[config.mk]
export PLATFORM = sky130hd
export DESIGN_NAME = fsr_guard
export DESIGN_NICKNAME = d
export VERILOG_FILES = /design/src/rtl/fsr_pkg.sv /design/src/rtl/fsr_protect.sv /design/src/rtl/fsr_cmd_eval.sv /design/src/rtl/fsr_status_store.sv /design/src/rtl/fsr_guard.sv
export SDC_FILE = /design/constraint.sdc
export NUM_CORES = 1
export LEC_CHECK = 0
export ABC_AREA = 1
export BUFFER_PORTS_ARGS = -buffer_cell sky130_fd_sc_hd__buf_2
export CAP_MARGIN = 0
export CORE_MARGIN = 3
export CORE_UTILIZATION = 30
export DETAILED_ROUTE_END_ITERATION = 16
export GPL_ROUTABILITY_DRIVEN = 0
export HOLD_SLACK_MARGIN = 0.05
export REMOVE_ABC_BUFFERS = 1
export SETUP_SLACK_MARGIN = 0.3
export SLEW_MARGIN = 40
export SYNTH_ARGS = -nofsm -noshare
export SYNTH_HDL_FRONTEND = slang
export SYNTH_HIERARCHICAL = 1
export SYNTH_SLANG_ARGS = --single-unit
export TNS_END_PERCENT = 1
[constraint.sdc]
create_clock -name clk -period 3.98 [get_ports clk]
set_input_delay 0.398 -clock clk [delete_from_list [all_inputs] [get_ports clk]]
set_output_delay 0.398 -clock clk [all_outputs]
set_load 0.005 [all_outputs]
[src/rtl/fsr_pkg.sv]
package fsr_pkg;

    localparam int BP_W   = 3;
    localparam int STAT_W = 8;

    typedef enum logic [3:0] {
        OP_OTHER  = 4'd0,
        OP_WEN    = 4'd1,
        OP_WDIS   = 4'd2,
        OP_VPFX   = 4'd3,
        OP_SWRITE = 4'd4,
        OP_PROG   = 4'd5,
        OP_SERASE = 4'd6,
        OP_BERASE = 4'd7,
        OP_CERASE = 4'd8
    } op_e;

    // Lock and protect field, held twice: non-volatile and live copies.
    typedef struct packed {
        logic            lock;
        logic [BP_W-1:0] bp;
    } prot_t;

    // Verdict of one command strobe.
    typedef struct packed {
        logic ok;
        logic start;
        logic nv_write;
        logic vol_write;
    } verdict_t;

    function automatic logic is_array_op(op_e op);
        return (op == OP_PROG) || (op == OP_SERASE) || (op == OP_BERASE);
    endfunction

    function automatic prot_t field_of(logic [STAT_W-1:0] d);
        prot_t p;
        p.lock = d[7];
        p.bp   = d[4:2];
        return p;
    endfunction

    function automatic logic [STAT_W-1:0] pack_status(prot_t p, logic wel, logic wip);
        return {p.lock, 2'b00, p.bp, wel, wip};
    endfunction

    // Block b of 2**blk_w blocks is covered by protect code c.
    function automatic logic blk_covered(int b, int blk_w, logic [BP_W-1:0] c);
        int nblk;
        nblk = 1 << blk_w;
        if (c == '0)
            return 1'b0;
        else if (int'(c) > blk_w)
            return 1'b1;
        else
            return b >= (nblk - (1 << (int'(c) - 1)));
    endfunction

endpackage

[src/rtl/fsr_protect.sv]
module fsr_protect
    import fsr_pkg::*;
#(
    parameter int BLK_W = 3
) (
    input  logic [BP_W-1:0]  bp_i,
    input  logic [BLK_W-1:0] blk_i,
    output logic             hit_o,
    output logic             any_o
);

    localparam int NBLK = 1 << BLK_W;

    logic [NBLK-1:0] mask;

    generate
        for (genvar b = 0; b < NBLK; b++) begin : g_blk
            assign mask[b] = blk_covered(b, BLK_W, bp_i);
        end
    endgenerate

    assign hit_o = mask[blk_i];
    assign any_o = |bp_i;

endmodule

[src/rtl/fsr_cmd_eval.sv]
module fsr_cmd_eval
    import fsr_pkg::*;
(
    input  logic     valid_i,
    input  op_e      op_i,
    input  logic     wel_i,
    input  logic     wip_i,
    input  logic     lock_i,
    input  logic     vpend_i,
    input  logic     hit_i,
    input  logic     any_i,
    output verdict_t verdict_o
);

    always_comb begin
        verdict_o = '0;
        if (valid_i) begin
            case (op_i)
                OP_SWRITE: begin
                    if (!wip_i && !lock_i) begin
                        if (vpend_i) begin
                            verdict_o.ok        = 1'b1;
                            verdict_o.vol_write = 1'b1;
                        end else if (wel_i) begin
                            verdict_o.ok       = 1'b1;
                            verdict_o.start    = 1'b1;
                            verdict_o.nv_write = 1'b1;
                        end
                    end
                end
                OP_PROG, OP_SERASE, OP_BERASE: begin
                    if (!wip_i && wel_i && !hit_i) begin
                        verdict_o.ok    = 1'b1;
                        verdict_o.start = 1'b1;
                    end
                end
                OP_CERASE: begin
                    if (!wip_i && wel_i && !any_i) begin
                        verdict_o.ok    = 1'b1;
                        verdict_o.start = 1'b1;
                    end
                end
                default: verdict_o.ok = 1'b1;
            endcase
        end
    end

endmodule

[src/rtl/fsr_status_store.sv]
module fsr_status_store
    import fsr_pkg::*;
(
    input  logic              clk,
    input  logic              rst,
    input  logic              valid_i,
    input  op_e               op_i,
    input  logic [STAT_W-1:0] data_i,
    input  verdict_t          verdict_i,
    input  logic              done_i,
    output prot_t             prot_o,
    output logic              lock_o,
    output logic              wel_o,
    output logic              wip_o,
    output logic              vpend_o
);

    prot_t nv_q;
    prot_t live_q;
    prot_t pend_q;
    logic  pend_nv_q;
    logic  wel_q;
    logic  wip_q;
    logic  vpend_q;

    logic  unused_data_bits;
    assign unused_data_bits = ^{data_i[6:5], data_i[1:0]};

    always_ff @(posedge clk) begin
        if (rst) begin
            nv_q      <= '0;
            live_q    <= '0;
            pend_q    <= '0;
            pend_nv_q <= 1'b0;
            wel_q     <= 1'b0;
            wip_q     <= 1'b0;
            vpend_q   <= 1'b0;
        end else begin
            if (done_i && wip_q) begin
                wip_q     <= 1'b0;
                wel_q     <= 1'b0;
                pend_nv_q <= 1'b0;
                if (pend_nv_q) begin
                    nv_q   <= pend_q;
                    live_q <= pend_q;
                end
            end
            if (valid_i) begin
                vpend_q <= (op_i == OP_VPFX);
                if (op_i == OP_WEN)
                    wel_q <= 1'b1;
                else if (op_i == OP_WDIS)
                    wel_q <= 1'b0;
                if (verdict_i.start) begin
                    wip_q     <= 1'b1;
                    pend_nv_q <= verdict_i.nv_write;
                    pend_q    <= field_of(data_i);
                end
                if (verdict_i.vol_write)
                    live_q <= field_of(data_i);
            end
        end
    end

    assign prot_o  = live_q;
    assign lock_o  = live_q.lock | nv_q.lock;
    assign wel_o   = wel_q;
    assign wip_o   = wip_q;
    assign vpend_o = vpend_q;

endmodule

[src/rtl/fsr_guard.sv]
module fsr_guard
    import fsr_pkg::*;
#(
    parameter int ADDR_W  = 24,
    parameter int BLK_LSB = 16,
    parameter int BLK_W   = 3
) (
    input  logic              clk,
    input  logic              rst,
    input  logic              cmd_valid,
    input  logic [3:0]        cmd_op,
    input  logic [ADDR_W-1:0] cmd_addr,
    input  logic [7:0]        cmd_data,
    input  logic              tmr_done,
    output logic [7:0]        status,
    output logic              cmd_ack,
    output logic              cmd_ok,
    output logic              tmr_start,
    output logic [3:0]        tmr_op
);

    localparam int BLK_MSB = BLK_LSB + BLK_W - 1;

    op_e              op;
    logic [BLK_W-1:0] blk;
    logic             unused_addr_bits;
    prot_t            prot;
    logic             lock, wel, wip, vpend, hit, any_bp;
    verdict_t         verdict;

    assign op  = op_e'(cmd_op);
    assign blk = cmd_addr[BLK_MSB:BLK_LSB];

    generate
        if (BLK_MSB < ADDR_W - 1) begin : g_hi
            assign unused_addr_bits = ^{cmd_addr[ADDR_W-1:BLK_MSB+1], cmd_addr[BLK_LSB-1:0]};
        end else begin : g_nohi
            assign unused_addr_bits = ^cmd_addr[BLK_LSB-1:0];
        end
    endgenerate

    fsr_protect #(.BLK_W(BLK_W)) prot_i (
        .bp_i  (prot.bp),
        .blk_i (blk),
        .hit_o (hit),
        .any_o (any_bp)
    );

    fsr_cmd_eval eval_i (
        .valid_i   (cmd_valid),
        .op_i      (op),
        .wel_i     (wel),
        .wip_i     (wip),
        .lock_i    (lock),
        .vpend_i   (vpend),
        .hit_i     (hit),
        .any_i     (any_bp),
        .verdict_o (verdict)
    );

    fsr_status_store store_i (
        .clk       (clk),
        .rst       (rst),
        .valid_i   (cmd_valid),
        .op_i      (op),
        .data_i    (cmd_data),
        .verdict_i (verdict),
        .done_i    (tmr_done),
        .prot_o    (prot),
        .lock_o    (lock),
        .wel_o     (wel),
        .wip_o     (wip),
        .vpend_o   (vpend)
    );

    always_ff @(posedge clk) begin
        if (rst) begin
            cmd_ack   <= 1'b0;
            cmd_ok    <= 1'b0;
            tmr_start <= 1'b0;
            tmr_op    <= '0;
        end else begin
            cmd_ack   <= cmd_valid;
            cmd_ok    <= verdict.ok;
            tmr_start <= verdict.start;
            if (verdict.start)
                tmr_op <= cmd_op;
        end
    end

    assign status = pack_status(prot, wel, wip);

endmodule

Word-level counts from Yosys, hierarchy flattened
Index checks and enable logic that the tools add are counted.
- add/sub/neg operators: 2
- $lt $le $gt $ge: 10
- equality and inequality tests: 8
- shifts and indexed selects: 1
- multiplexer cells: 43
- bitwise logic cells: 2
- reduce and logical (&&, ||, !) cells: 15
- operators by type and width (cell ; count):
    4-bit by 32-bit greater-or-equal comparator with 1-bit output, first input constant ; 4
    3-bit by 32-bit greater-or-equal comparator with 1-bit output, first input constant ; 2
    1-bit by 32-bit greater-or-equal comparator with 1-bit output, first input constant ; 1
    2-bit by 32-bit greater-or-equal comparator with 1-bit output, first input constant ; 1
    1-bit by 32-bit left shift with 32-bit output, first input constant ; 1
    5-bit by 32-bit subtractor with 32-bit output, first input constant ; 1
    1-bit 2-to-1 mux ; 29
    4-bit 2-to-1 mux ; 5
    4-bit by 3-bit equality test with 1-bit output, second input constant ; 4
    4-bit by 2-bit equality test with 1-bit output, second input constant ; 2
    2-bit 2-to-1 mux ; 4
    3-bit 2-to-1 mux ; 2
    1-bit case mux with 3 select lines ; 2
    3-bit OR reduction ; 2
    1-bit logical AND ; 5
    4-bit by 1-bit equality test with 1-bit output, second input constant ; 1
    4-bit equality test, second input constant ; 1
    1-bit zero test ; 4
    3-bit by 4-bit < comparator with 1-bit output, second input constant ; 1
    2-bit AND reduction ; 2
    3-bit by 1-bit subtractor with 4-bit output, second input constant ; 1
    1-bit binary-select mux with 3-bit select ; 1
    3-bit by 2-bit greater-than comparator with 1-bit output, second input constant ; 1
    3-bit zero test ; 1
    3 further kinds ; 3
- flip-flop bits (word level): 20
- bits of input ports: 40
- word-level logic and storage cells: 94

Depth between registers and ports, before layout
Gate-level depths: netlist of the first run.
- depth in word-level cells: 15
- mapped depth: 28

Cells and area by module
The synthesis of the first run kept the hierarchy.
- by module, submodules not included (module ; times used ; cells an instance ; area an instance (um2) ; seq. area each (um2)):
    fsr_protect ; 1 ; 100 ; 584.3 ; 0.0
    fsr_status_store ; 1 ; 86 ; 580.6 ; 260.2
    fsr_guard ; 1 ; 40 ; 296.5 ; 140.1
    fsr_cmd_eval ; 1 ; 39 ; 158.9 ; 0.0

Least setup slack after synthesis of the first run
OpenSTA, ideal clock, no wires.
- path type: register to register
- start point: register store_i.live_q, in the netlist store_i/prot_o[0]
- end point: register store_i/pend_q[0] (netlist name)
- setup time: 0.113 ns
- data arrival time: 2.720 ns
- path slack: 1.146 ns
- stages on the path, launching flop included: 28
- buffers on the path: 0
- period minus slack after synthesis: 2.834 ns
- path through: dfxtp_1 -> inv_1 -> ha_1 -> inv_1 -> nand2_2 -> nand2_4 -> nand3_1 -> ha_1 -> inv_1 -> nand4_1 -> nand2_2 -> inv_2 -> nand2_1 -> nand3_1 -> nand3_1 -> nand2_1 -> clkinv_1 -> nand2_2 -> a21oi_2 -> nor2_1 -> nand2_1 -> nand3_1 -> nand2_1 -> inv_1 -> nand2_2 -> inv_2 -> nor2_1 -> nor2_1
- RTL lines (element ; line ; source):
    from (decl) ; fsr_status_store.sv:19 ; prot_t live_q;
    from (signal assigned) ; fsr_status_store.sv:45 ; live_q <= pend_q;
    from (signal assigned) ; fsr_status_store.sv:60 ; live_q <= field_of(data_i);
    to (signal assigned) ; fsr_status_store.sv:57 ; pend_q <= field_of(data_i);
    to (decl) ; fsr_status_store.sv:20 ; prot_t pend_q;

==> impl_metrics.yaml, run 1 <==
finish:
  area_growth_pct: 14.13
  finish.utilization_pct: 35.75
  layout-drive-gt1-share_pct: 23.37
  multi_input_area_um2: 993.5
  fill_cells: 573
  regArea_um2: 400.4
  fin_area_um2: 1849
  diodes: 0
  fin_nets: 342
sta:
  grt_setup_unrepaired: "false"
  period_share_pct: 79.26
  setup_viol: 0
  post-route-min-period_ns: 3.155
  clock_skew_ns: 0.001595
  whs_ns: 0.3929
  setup_tns_ns: 0
  hold_viol: 0
  slew_viol_final: 0
  max_freq_mhz: 317.0
clock_tree:
  clk_pin_slew_ns: 0.07
  post_cts_resized: 0
  cts_root_buf: "clkbuf_8"
  clock_latency_ns: 0.25
  cts_sinks: 20
  post-cts-setup-buffers: 0
  cts_hold_buf: 0
  h-tree-depth: 1
  cts_buffer_depth: 2
  cts_tree: "yes"
  cts_buffers: 3
logic_synthesis:
  syn_avg_cell_area_um2: 6.114
  synth_area_um2: 1620
  synth_edf_count: 0
  postSynth.asyncResetShare_pct: 0
  synth-seq-cells: 20
  ys_seq_area_share_pct: 24.71
  ys_warn_count: 6
  synthFlopType: "dfxtp_1"
  yosysTopAreaCell: "dfxtp_1"
  yosysTopAreaCellShare_pct: 24.71
  syn_inst: 265
  synthTopCellsByArea: "dfxtp_1 (25%), nand2_1 (14%), nor2_1 (11%)"
  synth.distinct_cells: 31
grt:
  grtUsageTotal_pct: 11.40
  grt_pass1_wl_um: 5982
  grt_overflow_total: 0
  grt_start_max_net_pins: 13
  antenna_found_initial: 0
  grt_pass1_vias: 1393
drt:
  wl_met2_um: 1542
  m1WireLength_um: 1658
  vias_per_cell: 4.330
  top_layer: "met4"
  wl_per_cell_um: 9.410
  first_iter_violations: 44
  drcViolationCount: 0
  routed_wl_um: 3397
  vias: 1563
  ant_nets: 0
  wl_met3_um: 175
  drtPass1Iterations: 4
power:
  leakagePower_nw: 1.033
  power_density_nw_per_um2: 203.5
  ir_drop_uv: 189.5
critical_path:
  ff2ff_setup_slack_ns: 0.83
  arrival_ns: 3.31
  worst_setup_path_end_kind: "flip-flop"
  crit_start: "store_i/prot_o[0]"
  cp_max_fo: 8
  start_kind: "flip-flop"
  r2r_cells: 27
  cp-endpoint: "store_i/pend_q[3]"
  r2r-start: "store_i/prot_o[0]"
  r2r_end: "store_i/pend_q[3]"
  required_ns: 4.14
  critPathKind: "reg2reg"
placed_design:
  dp_hpwl_um: 2718
  portBuffers: 27
  placed_area_um2: 1808
floorplanning:
  die_y_um: 79.49
  initial_utilization_pct: 31.33
  dieArea_um2: 6319
  die_x_um: 79.49
  io_pins: 55
  rows: 26
  coreArea_um2: 5172
min_path:
  hold_class: "in2reg"
run:
  cap_violations: 0
run_status:
  status: "complete, no violations"
==> logic make-up (layout without fill, tap and decap cells) <==
family / count (synthesis) / in the layout / share of synthesized area [%]
AND/OR/NAND/NOR: 164 / 164 / 47.65
buffers and inverters: 55 / 80 / 14.21
flip-flops: 20 / 20 / 24.71
AO/OA/AOI/OAI: 16 / 16 / 6.254
adder cells (fa/ha/maj): 9 / 9 / 6.950
other: 1 / 2 / 0.2314
==> routing by layer <==
layer / global-route usage [%] / up-vias
met3: 1.580 / 2
met1: 15.03 / 675
met5: 0 / -
met4: 3.780 / 0
met2: 18.95 / 33
li1: - / 853
==> how the worst min path moves through the flow <==
| stage | depth (start not counted) | slack, ns | from | endpoint |
|---|---|---|---|---|
| 6_report | 3 | 0.39 | cmd_data[7] | store_i/pend_q[3] |
| 5_1_grt | 3 | 0.39 | cmd_data[7] | store_i/pend_q[3] |
| 4_1_cts | 3 | 0.39 | cmd_data[7] | store_i/pend_q[3] |
| 3_5_place_dp | 2 | 0.46 | store_i/nv_q[3] | store_i/nv_q[3] |
| 3_3_place_gp | 2 | 0.45 | store_i/nv_q[3] | store_i/nv_q[3] |
| 2_1_floorplan | 2 | 0.43 | store_i/nv_q[3] | store_i/nv_q[3] |
==> critical path, cell delays in order (launching register included) <==
cell	delay, ns
dfxtp_1	0.42
inv_1	0.14
ha_1	0.26
inv_1	0.09
nand2_2	0.08
nand2_4	0.11
nand3_1	0.15
ha_1	0.26
inv_1	0.06
nand4_1	0.10
nand2_2	0.11
inv_2	0.05
nand2_1	0.05
nand3_1	0.09
nand3_1	0.09
nand2_1	0.05
clkinv_1	0.05
nand2_2	0.06
a21oi_2	0.12
nor2_1	0.05
nand2_1	0.08
nand3_1	0.09
nand2_1	0.06
inv_1	0.05
nand2_2	0.16
inv_2	0.08
nor2_1	0.09
nor2_1	0.05
==> through the flow <==
stage | setup WS, ns | total power [mW] | std cells
2_1_floorplan | 0.9689 | 0.2284 | 260
3_3_place_gp | 0.8548 | 0.2478 | 358
3_5_place_dp | 0.8331 | 0.2481 | 358
4_1_cts | 0.8127 | 0.3812 | 361
5_1_grt | 0.3646 | 0.3945 | 361
6_report | 0.8253 | 0.3763 | 361
==> area by class of cell <==
| class | count | area share (%) |
|---|---|---|
| multi-input combinational | 191 | 53.72 |
| sequential | 20 | 21.65 |
| inverter | 49 | 9.946 |
| timing repair buffer | 28 | 7.713 |
| tap | 70 | 4.736 |
| clock buffer | 3 | 2.233 |
==> registers in the layout, indices dropped and copies added (netlist names) <==
name / cells
store_i/vpend_o: 1
store_i/pend_nv_q: 1
tmr_start: 1
tmr_op: 4
cmd_ok: 1
cmd_ack: 1
store_i/pend_q: 4
store_i/wip_o: 1
store_i/nv_q: 1
store_i/prot_o: 4
store_i/wel_o: 1
==> Yosys cell counts (2+ instances only) <==
cell and count:
nand2_1 62, a21oi_1 5, nor2_1 49, dfxtp_1 20, a21oi_2 2, nand3_2 4, buf_4 4, o21ai_1 5
nand2_2 15, ha_1 9, nand3_1 17, inv_2 8, inv_1 40, nand4_1 6, nor4_1 2, nor2_2 2
==> power by group <==
group / leakage (nW) / total [mW] / switching [mW] / internal, mW
clock network: 0.0216 / 0.133 / 0.0654 / 0.0674
logic: 0.850 / 0.0404 / 0.0257 / 0.0148
registers: 0.162 / 0.203 / 0.00120 / 0.202
==> cells in the final DEF, fill, tap and decap left out, drive strengths merged, types with 3 or more instances in the layout <==
cell type   n
ha          9
nand4       6
nor2       52
buf        28
o21ai       7
nand3      22
nand2      78
inv        48
clkbuf      3
a21oi       7
dfxtp      20
No activity file was read; power rests on OpenSTA's default activity.
==> run 2: changes to the inputs <==
clock period = 2.9 ns   (was 3.98 ns; I/O delays follow)
==> run 2 against run 1 <==
  * Global-route usage grew 0.85 points
  * Flip-flop and latch count did not move
  * Worst setup slack worse by 0.56 ns
  * Clock skew down 0.00065 ns
  * Maximum frequency increased by 20%
  * Sequential share of layout area decreased by 2.5 points
==> impl_metrics.yaml, run 2 (synthesized netlist as in run 1, its figures left out) <==
run_status:
  status: "complete, no violations"
drt:
  vias: 1639
  ant_nets: 0
  drtPass1Iterations: 4
  vias_per_cell: 4.394
  routed_wl_um: 3737
  wl_per_cell_um: 10.02
  first_iter_violations: 36
  drcViolationCount: 0
placed_design:
  portBuffers: 27
  dp_hpwl_um: 2778
  placed_area_um2: 1861
  placed_cells: 365
  pre_cts_ws_ns: 0.04054
sta:
  setup_viol: 0
  post-route-min-period_ns: 2.639
  hold_viol: 0
  grt_setup_unrepaired: "true"
  period_share_pct: 91.00
  slew_viol_final: 0
  max_freq_mhz: 378.9
  clock_skew_ns: 0.0009398
  whs_ns: 0.2840
  setup_tns_ns: 0
  timing.final.ws_setup_ns: 0.2610
floorplanning:
  dieArea_um2: 6319
  io_pins: 55
  die_y_um: 79.49
  initial_utilization_pct: 31.33
  die_x_um: 79.49
  rows: 26
  coreArea_um2: 5172
finish:
  area_growth_pct: 30.50
  fin_cells: 373
  diodes: 0
  fin_nets: 353
  layout_commonest_cell: "nand2_1"
  fill_cells: 557
  finish.utilization_pct: 40.88
  mostFrequentLayoutCells: "nand2_1 (57), nor2_1 (46), inv_1 (36)"
  fin_area_um2: 2115
  layout-drive-gt1-share_pct: 35.64
clock_tree:
  clock_latency_ns: 0.26
  h-tree-depth: 1
  cts_root_buf: "clkbuf_8"
  clk_pin_slew_ns: 0.07
  cts_hold_buf: 0
  cts_sinks: 20
  cts_buffers: 3
  cts_buffer_depth: 2
  cts_tree: "yes"
critical_path:
  critical_path.top_delay_family: "simple AND/OR/NAND/NOR gates"
  arrival_ns: 2.80
  critPathKind: "reg2reg"
  cpMaxStageDelayCell: "dfxtp_2"
  cp_max_fo: 5
  crit_buf_inv: 6
  cp_cell_sequence: "inv_2, buf_6, ha_4, nor2_1, nand2_2, nor2_8, inv_4, nand3_4, nand2_4, nand3_1, nand2_1, nand2_1, nand3_2, nand2_2, inv_2, a21oi_2, nor2_1, nand2_1, nand3_2, nand2_2, inv_4, buf_4, nor2_2, nor2_1"
  worst_setup_path_end_kind: "flip-flop"
  start_kind: "flip-flop"
  max_stage_delay_ns: 0.33
  required_ns: 3.06
grt:
  grt_pass1_vias: 1529
  grt_overflow_total: 0
  met1_usage_pct: 14.58
  grtUsageTotal_pct: 12.25
  grt_use_met2_pct: 22.62
  antenna_found_initial: 0
  grt-busiest-layer: "met2"
  grt_pass1_wl_um: 6423
  grt_use_met3_pct: 1.580
  grt_start_max_net_pins: 13
power:
  power.total_uw: 552.0
  power_density_nw_per_um2: 261.0
  ir_drop_uv: 279.7
  leakagePower_nw: 1.123
min_path:
  hold_class: "in2reg"
run:
  cap_violations: 0
## run 2: per-layer routing
layer | routed length (um) | up-vias
met5 | 0 | -
met4 | 48 | 0
met3 | 158 | 5
met2 | 1788 | 32
met1 | 1741 | 716
li1 | - | 886
## run 2: timing repair
| item | CTS | global route |
|---|---|---|
| setup buffers | 2 | 1 |
| setup endpoints to repair | 11 | 12 |
| pin swaps | 21 | 11 |
| resized for setup | 27 | 17 |
| cloned | 1 | 0 |
## run 2: layout make-up
cell class                 count  area (um2)  area share, %
multi-input combinational    191        1140          53.91
timing repair buffer          39       236.5          11.18
clock buffer                   4       55.05          2.604
tap                           70       87.58          4.142
inverter                      49       191.4          9.053
sequential                    20       404.1          19.11
## run 2: worst paths after layout
| path | start | endpoint | cells after the start | slack (ns) |
|---|---|---|---|---|
| worst max-delay path | store_i/prot_o[0] | tmr_op[2] | 24 | 0.26 |
| worst min-delay path | cmd_data[2] | store_i/pend_q[0] | 3 | 0.28 |
| worst max register to register | store_i/prot_o[0] | tmr_op[2] | 24 | 0.26 |
| worst min register to register | store_i/nv_q[3] | store_i/nv_q[3] | 2 | 0.46 |
## run 2: worst min-delay path, cell delays in order
cell and delay, ns:
buf_2 0.09, o21ai_1 0.06, nor2_1 0.07
## run 2: report_power, final
part | leakage (nW) | internal [mW] | switching (mW)
clock | 0.0288 | 0.121 | 0.0939
combinational | 0.932 | 0.0212 | 0.0373
sequential | 0.163 | 0.277 | 0.00168
total | 1.12 | 0.419 | 0.133
==> run 3: changes to the inputs <==
BUFFER_PORTS_ARGS = default   (was -buffer_cell sky130_fd_sc_hd__buf_2)
DONT_BUFFER_PORTS = 1   (was default)
==> run 3 against run 2 <==
  * Flip-flop and latch count did not move
  * Worst setup slack better by 0.034 ns
  * Routed wire length is 0.56% higher
  * First-iteration DRC count rose by 8.3%
  * Non-clock buffer count shrank 24
==> impl_metrics.yaml, run 3 (synthesized netlist as in run 1, its figures left out) <==
floorplanning:
  dieArea_um2: 6319
  io_pins: 55
  rows: 26
  coreArea_um2: 5172
  die_x_um: 79.49
  die_y_um: 79.49
  initial_utilization_pct: 31.33
critical_path:
  worst_setup_path_end_kind: "flip-flop"
  crit_start: "store_i/prot_o[1]"
  cp_max_fo: 8
  r2r_cells: 24
  cp_cell_sequence: "inv_2, buf_4, ha_4, nor2_2, nand2_2, nor2_1, nor2_1, nand3_4, nand2_4, nand3_1, nand2_1, nand2_1, nand3_2, nand2_1, inv_2, a21oi_2, nor2_1, nand2_1, nand3_2, nand2_2, inv_4, nand2_8, o21ai_1, nor2_1"
  cpMaxStageDelayCell: "dfxtp_2"
  arrival_ns: 2.76
  crit_buf_inv: 4
  cp.depth: 24
  critical_path.top_delay_family: "simple AND/OR/NAND/NOR gates"
  required_ns: 3.05
  r2r-start: "store_i/prot_o[1]"
  critPathKind: "reg2reg"
  start_kind: "flip-flop"
  max_stage_delay_ns: 0.34
sta:
  clock_skew_ns: 0.003139
  period_share_pct: 89.84
  max_freq_mhz: 383.8
  whs_ns: 0.09109
  setup_viol: 0
  hold_viol: 0
  grt_setup_unrepaired: "true"
  slew_viol_final: 0
  post-route-min-period_ns: 2.605
clock_tree:
  clk_pin_slew_ns: 0.08
  cts_sinks: 20
  cts_root_buf: "clkbuf_8"
  cts_buffers: 3
  h-tree-depth: 1
  cts_tree: "yes"
  cts_buffer_depth: 2
  cts_hold_buf: 0
  clock_latency_ns: 0.26
grt:
  grt_start_max_net_pins: 13
  antenna_found_initial: 0
  grt_overflow_total: 0
  grt_pass1_wl_um: 6555
  grtUsageTotal_pct: 12.61
  grt_pass1_vias: 1490
finish:
  fin_area_um2: 2032
  area_growth_pct: 25.41
  mostFrequentLayoutCells: "nand2_1 (55), nor2_1 (44), inv_1 (35)"
  layout-drive-gt1-share_pct: 31.54
  layout_commonest_cell: "nand2_1"
  fin_nets: 329
  diodes: 0
drt:
  ant_nets: 0
  first_iter_violations: 39
  routed_wl_um: 3758
  wl_per_cell_um: 10.77
  drcViolationCount: 0
  vias_per_cell: 4.361
  drtPass1Iterations: 4
  vias: 1522
min_path:
  whs_path_depth: 1
  hold_class: "in2reg"
  hold_start: "rst"
power:
  ir_drop_uv: 243.3
  power_density_nw_per_um2: 260.3
  leakagePower_nw: 1.018
placed_design:
  dp_hpwl_um: 2817
  placed_area_um2: 1748
  portBuffers: 0
run:
  cap_violations: 0
run_status:
  status: "complete, no violations"
## run 3: cell count changes in the layout (fill, tap and decap cells not counted), sizes merged
cell and change:
buf -24
## run 3: path summary, 6_finish.rpt
check | end | slack, ns
hold reg to reg | store_i/nv_q[3] | 0.46
hold / removal | store_i/vpend_o | 0.09
setup / recovery | store_i/pend_q[2] | 0.29
setup reg to reg | store_i/pend_q[2] | 0.29
## run 3: timing repair
item,in CTS,in global routing
gates resized for setup,34,18
setup endpoints to repair,12,12
setup buffers,3,0
pin swaps,26,21
gates cloned,1,0
## run 3: layer usage
layer | wire, um | GRT usage, % | vias to the layer above | share of wire, %
li1 | - | - | 828 | -
met1 | 1781 | 15.75 | 671 | 47
met2 | 1798 | 21.87 | 21 | 48
met3 | 158 | 2.709 | 2 | 4.2
met4 | 20 | 3.093 | 0 | 0.53
met5 | 0 | 0 | - | 0
## run 3: cell type report
| type | instances | area (um2) |
|---|---|---|
| Clock buffer | 4 | 55.05 |
| Fill cell | 551 | 3141 |
| Inverter | 49 | 193.9 |
| Multi-Input combinational cell | 191 | 1171 |
| Sequential cell | 20 | 404.1 |
| Tap cell | 70 | 87.58 |
| Timing Repair Buffer | 15 | 120.1 |
## run 3: power breakdown
part	internal [mW]	switching [mW]
Clock	0.121	0.0927
Combinational	0.0142	0.0218
Sequential	0.277	0.00236
Total	0.412	0.117
## run 3: metrics by stage
stage,power (mW),worst slack (ns),util [%],instances,TNS (ns)
floorplan,0.3134,-0.1111,-,260,-0.5480
global placement,0.3181,0.03260,33.79,341,0
detailed placement,0.3191,0.01776,33.79,341,0
CTS,0.5364,0.3072,38.12,349,0
global route,0.5540,0.03151,39.28,349,0
finish,0.5289,0.2947,39.28,349,0
